--- config.mk ---
export PLATFORM = sky130hd
export DESIGN_NAME = icap_channel
export DESIGN_NICKNAME = d
export VERILOG_FILES = /design/src/rtl/icap_pkg.sv /design/src/rtl/icap_sync_edge.sv /design/src/rtl/icap_counter.sv /design/src/rtl/icap_regs.sv /design/src/rtl/icap_channel.sv
export SDC_FILE = /design/constraint.sdc
export NUM_CORES = 1
export LEC_CHECK = 0
export CAP_MARGIN = 20
export CORE_ASPECT_RATIO = 0.75
export CORE_MARGIN = 10
export CORE_UTILIZATION = 55
export DETAILED_ROUTE_END_ITERATION = 6
export PLACE_DENSITY = 0.89
export SKIP_CTS_REPAIR_TIMING = 1
export SYNTH_ARGS = -nofsm -noshare
export SYNTH_HDL_FRONTEND = slang
export SYNTH_SLANG_ARGS = --single-unit
export TNS_END_PERCENT = 30
--- constraint.sdc ---
create_clock -name clk -period 2.1 [get_ports clk]
set_input_delay 0.42 -clock clk [delete_from_list [all_inputs] [get_ports clk]]
set_output_delay 0.42 -clock clk [all_outputs]
set_load 0.02 [all_outputs]
--- src/rtl/icap_pkg.sv ---
package icap_pkg;

    typedef enum logic [1:0] {
        A_CTRL  = 2'd0,
        A_STAT  = 2'd1,
        A_CAP   = 2'd2,
        A_COUNT = 2'd3
    } reg_addr_e;

    typedef struct packed {
        logic [2:0] tsel;
        logic       pol;
        logic       ie;
        logic       en;
    } ctrl_t;

    typedef struct packed {
        logic ovr;
        logic pend;
    } flags_t;

    localparam logic [2:0] TSEL_ON_CAPTURE = 3'b011;

    function automatic ctrl_t ctrl_from_word(input logic [6:0] w);
        ctrl_t c;
        c.en   = w[0];
        c.ie   = w[1];
        c.pol  = w[2];
        c.tsel = w[6:4];
        return c;
    endfunction

    function automatic logic [6:0] ctrl_to_word(input ctrl_t c);
        return {c.tsel, 1'b0, c.pol, c.ie, c.en};
    endfunction

endpackage

--- src/rtl/icap_sync_edge.sv ---
module icap_sync_edge #(
    parameter int STAGES = 2
) (
    input  logic clk,
    input  logic rst,
    input  logic din,
    input  logic fall_sel,
    output logic edge_o
);
    localparam int LAST = STAGES - 1;

    logic [STAGES-1:0] chain;
    logic              prev_q;

    generate
        if (STAGES == 1) begin : g_single
            always_ff @(posedge clk) begin
                if (rst) chain <= '0;
                else     chain <= din;
            end
        end else begin : g_multi
            always_ff @(posedge clk) begin
                if (rst) chain <= '0;
                else     chain <= {chain[STAGES-2:0], din};
            end
        end
    endgenerate

    always_ff @(posedge clk) begin
        if (rst) prev_q <= 1'b0;
        else     prev_q <= chain[LAST];
    end

    always_comb begin
        if (fall_sel) edge_o = prev_q & ~chain[LAST];
        else          edge_o = chain[LAST] & ~prev_q;
    end
endmodule

--- src/rtl/icap_counter.sv ---
module icap_counter #(
    parameter int W = 16
) (
    input  logic         clk,
    input  logic         rst,
    output logic [W-1:0] count
);
    always_ff @(posedge clk) begin
        if (rst) count <= '0;
        else     count <= count + 1'b1;
    end
endmodule

--- src/rtl/icap_regs.sv ---
module icap_regs
    import icap_pkg::*;
#(
    parameter int W = 16
) (
    input  logic         clk,
    input  logic         rst,
    input  logic [1:0]   bus_addr,
    input  logic         bus_wr,
    input  logic         bus_rd,
    input  logic [W-1:0] bus_wdata,
    output logic [W-1:0] bus_rdata,
    input  logic         edge_seen,
    input  logic [W-1:0] count,
    output ctrl_t        ctrl_q,
    output flags_t       flags_q,
    output logic [W-1:0] cap_q,
    output logic         cap_evt,
    output logic         irq,
    output logic         trig_out
);
    reg_addr_e addr;
    logic      wr_ctrl, wr_stat, rd_cap;
    logic      trig_q;
    logic      unused_wbits;

    assign addr    = reg_addr_e'(bus_addr);
    assign wr_ctrl = bus_wr && (addr == A_CTRL);
    assign wr_stat = bus_wr && (addr == A_STAT);
    assign rd_cap  = bus_rd && (addr == A_CAP);
    assign cap_evt = edge_seen && ctrl_q.en;

    assign unused_wbits = ^{bus_wdata[W-1:7], bus_wdata[3]};

    always_ff @(posedge clk) begin
        if (rst) begin
            ctrl_q  <= '0;
            flags_q <= '0;
            cap_q   <= '0;
            trig_q  <= 1'b0;
        end else begin
            trig_q <= cap_evt && (ctrl_q.tsel == TSEL_ON_CAPTURE);
            if (cap_evt) cap_q <= count;
            if (wr_ctrl) ctrl_q <= ctrl_from_word(bus_wdata[6:0]);
            if (cap_evt)
                flags_q.pend <= 1'b1;
            else if (rd_cap || (wr_stat && !bus_wdata[0]))
                flags_q.pend <= 1'b0;
            if (cap_evt && flags_q.pend)
                flags_q.ovr <= 1'b1;
            else if (wr_stat && !bus_wdata[1])
                flags_q.ovr <= 1'b0;
        end
    end

    always_comb begin
        bus_rdata = '0;
        if (bus_rd) begin
            unique case (addr)
                A_CTRL:  bus_rdata = W'(ctrl_to_word(ctrl_q));
                A_STAT:  bus_rdata = W'(flags_q);
                A_CAP:   bus_rdata = cap_q;
                A_COUNT: bus_rdata = count;
            endcase
        end
    end

    assign irq      = flags_q.pend & ctrl_q.ie;
    assign trig_out = trig_q;
endmodule

--- src/rtl/icap_channel.sv ---
module icap_channel
    import icap_pkg::*;
#(
    parameter int CNT_W       = 16,
    parameter int SYNC_STAGES = 2
) (
    input  logic             clk,
    input  logic             rst,
    input  logic             cap_in,
    input  logic [1:0]       bus_addr,
    input  logic             bus_wr,
    input  logic             bus_rd,
    input  logic [CNT_W-1:0] bus_wdata,
    output logic [CNT_W-1:0] bus_rdata,
    output logic             irq,
    output logic             trig_out
);
    ctrl_t            ctrl_q;
    flags_t           flags_q;
    logic [CNT_W-1:0] count;
    logic [CNT_W-1:0] cap_q;
    logic             edge_seen;
    logic             cap_evt;

    icap_sync_edge #(.STAGES(SYNC_STAGES)) u_sync (
        .clk      (clk),
        .rst      (rst),
        .din      (cap_in),
        .fall_sel (ctrl_q.pol),
        .edge_o   (edge_seen)
    );

    icap_counter #(.W(CNT_W)) u_cnt (
        .clk   (clk),
        .rst   (rst),
        .count (count)
    );

    icap_regs #(.W(CNT_W)) u_regs (
        .clk       (clk),
        .rst       (rst),
        .bus_addr  (bus_addr),
        .bus_wr    (bus_wr),
        .bus_rd    (bus_rd),
        .bus_wdata (bus_wdata),
        .bus_rdata (bus_rdata),
        .edge_seen (edge_seen),
        .count     (count),
        .ctrl_q    (ctrl_q),
        .flags_q   (flags_q),
        .cap_q     (cap_q),
        .cap_evt   (cap_evt),
        .irq       (irq),
        .trig_out  (trig_out)
    );
endmodule

==> run_results.csv <==
group,metric,value,unit
grt,grt.total_usage,13.8,%
cells_and_area,final_layout_size_suffix_gt1_share,15.5,%
yosys,ys_types,37,
yosys,syn_inst,231,
grt,grt-ovfl-total,0,
grt,grt_pass1_vias,1694,
cells_and_area,finalInstanceArea,2700,um2
worst_setup_path,crit_path_end_kind,"output pin",
grt,antenna_found_initial,0,
status,status,"finished clean",
grt,grt_first_pass_wirelength,7760,um
yosys,ys_seq_elements,44,
yosys,syn_area,2160,um2
timing,tightest_slew,0.646,ns
drt,viasPerCell,5.40,
die,die_area,6860,um2
grt,grt_max_degree,61,
power,swShare,23.0,%
die,io_pins,41,
run,maxCapViolCount,0,
worst_setup_path,cp.arrival,1.49,ns
cells_and_area,syn2layout_area_growth,24.7,%
power,switchingPower,0.356,mW
cts,worstSkewPairLatency,0.29,ns
drt,wl_met2,2360,um
cts,path_clk_slew,0.08,ns
timing,slew_violations,0,
cts,cts_buffer_depth,2,
die,die_w,92.4,um
timing,slew_headroom,57.0,%
drt,first_pass_iters,4,
power,power.density,572,nW/um2
drt,wl_per_cell,14.9,um
worst_setup_path,cp-start-kind,"input pin",
die,core,3730,um2
power,peakVddDrop,0.000400,V
drt,route.met3.wl,207,um
cells_and_area,final_common_cell,"dfxtp_1",
cts,cts_buffers,5,
cells_and_area,antenna_cells,0,
drt,vias,1744,
placed_design,io_buffers,30,
cts,cts_tree,"done",
power,seqPwrFrac,55.2,%
die,die_h,74.3,um
timing,fmax,522,MHz
power,internal_power,1.19,mW
cells_and_area,final_cell_mix,"44 x dfxtp_1, 40 x mux2i_1, 31 x nand2b_1",
die,start_util,57.9,%
drt,wl_met1,2200,um
power,clkPwrFrac,35.4,%
timing,period_needed,1.91,ns
yosys,synth_nets,255,
die,core.rowCount,19,
cts,cts_root_buf,"clkbuf_8",
timing,fin_crit_sh,91.2,%
power,fin_total_pwr,1.54,mW
drt,ant_nets,0,
cells_and_area,fillers,293,
worst_setup_path,critPathKind,"in -> out",
power,p_leak,1.15,nW
timing,setup_viol,0,
min_path,min_path_type,"reg -> reg",
placed_design,place_area,2600,um2
drt,drt_iter0_drc,164,
yosys,yosys_warnings,0,
timing,rsz0062_at_grt,"false",
drt,top_layer,"met4",
cts,htreeDepth,2,
worst_setup_path,path_max_fanout,11,
cells_and_area,fin_nets,294,
timing,fin_setup_tns,0,ns
placed_design,hpwl,3420,um
cells_and_area,finish.utilization,72.2,%
yosys,synth_seq_area_share,40.7,%
drt,finalWirelength,4800,um
drt,route.detailed.drc,0,
cts,clkSinkCount,44,
timing,hold_viol,0,
yosys,synth.avg_cell_area,9.36,um2
worst_setup_path,critPathRequiredTime,1.68,ns
timing,fin_skew,0.00523,ns
placed_design,place_congestion,0.804,
power,p_comb_share,9.3,%
[cells in the mapped netlist]
library cell	count	area share, %
and3b_1	1	0.41
o31ai_1	3	1.0
nand2_1	5	0.87
nor3_1	1	0.23
o211ai_1	1	0.35
or2b_1	1	0.35
buf_2	4	0.93
nand3b_1	1	0.35
xnor2_1	2	0.81
and2_1	7	2.0
o221ai_1	1	0.41
nor3b_1	1	0.35
or3_2	1	0.35
inv_1	3	0.52
nor3b_2	1	0.58
a21oi_1	9	2.1
mux2i_1	40	19
buf_6	1	0.52
xor2_1	1	0.41
nor2b_1	4	1.2
o21ai_0	9	2.1
nand4_2	1	0.58
o21ai_2	1	0.41
nand3_2	1	0.46
mux4_2	2	2.1
ha_1	1	0.58
dfxtp_1	44	41
or2_2	4	1.2
clkbuf_1	8	1.4
nor4_1	4	1.2
or3_1	3	0.87
nor2_1	20	3.5
nand4_1	2	0.58
or4_1	3	1.0
o21a_1	1	0.35
nand2b_1	31	9.0
nand3_1	8	1.9
[power groups by stage]
| stage | Clock (mW) | Sequential (mW) | Combinational, mW |
|---|---|---|---|
| final | 0.547 | 0.852 | 0.144 |
| after global routing | 0.578 | 0.853 | 0.155 |
| after CTS | 0.555 | 0.852 | 0.142 |
| after detailed placement | 0 | 0.872 | 0.142 |
| after global placement | 0 | 0.872 | 0.139 |
| after floorplan | 0 | 0.873 | 0.0731 |
[cell families (layout without fill, tap and decap cells)]
family,count (synthesis),in the layout,synth area share [%]
adders and majority gates,1,1,0.579
buffers and inverters,16,56,3.36
and+or+nand+nor,100,100,26.8
xor gates and xnor gates,3,3,1.22
muxes,42,42,20.6
DFF,44,44,40.7
AOI/OAI and AO/OA,25,25,6.71
[metrics by stage]
stage,hold WS [ns],cells,worst slack (ns)
6_report,0.452,323,0.186
5_1_grt,0.478,323,0.137
4_1_cts,0.463,323,-0.595
3_5_place_dp,0.446,315,-0.591
3_3_place_gp,0.425,315,-0.503
2_1_floorplan,0.414,231,0.309
[area by class of cell]
class / count / area, um2 / area share (%)
well taps: 52 / 65.1 / 2.41
clock buffers: 6 / 82.6 / 3.06
clock inverters: 2 / 10.0 / 0.371
repair buffers: 45 / 438 / 16.2
multi-input cells: 171 / 1210 / 44.8
inverters: 3 / 11.3 / 0.418
flip-flops and latches: 44 / 881 / 32.7
[path summary, 6_finish.rpt]
| kind | slack (ns) | to | startpoint | cells after the start |
|---|---|---|---|---|
| setup / recovery | 0.19 | bus_rdata[11] | bus_rd | 5 |
| hold reg to reg | 0.45 | u_sync.chain[1]$_SDFF_PP0_ | u_sync.chain[0]$_SDFF_PP0_ | 1 |
| hold / removal | 0.45 | u_sync.chain[1]$_SDFF_PP0_ | u_sync.chain[0]$_SDFF_PP0_ | 1 |
| setup reg to reg | 0.45 | u_cnt.count[14]$_SDFF_PP0_ | u_cnt.count[0]$_SDFF_PP0_ | 5 |
[state kept, by name (all words and copies together) (netlist names)]
register / cells
u_regs.flags_q: 2
u_sync.prev_q: 1
u_regs.ctrl_q: 6
u_sync.chain: 2
u_regs.cap_q: 16
u_regs.trig_out: 1
u_cnt.count: 16
[per-layer routing]
metal	GRT usage (%)	up-vias
met5	0	-
met4	3.58	0
met3	4.42	5
met2	24.4	23
met1	16.1	835
li1	-	881
[worst max-delay path, stage by stage]
cell and delay (ns):
clkdlybuf4s50_1 0.47, nand2_1 0.09, buf_12 0.15, nor2_1 0.10, dlymetal6s2s_1 0.24
(Power assumes the default switching activity.)
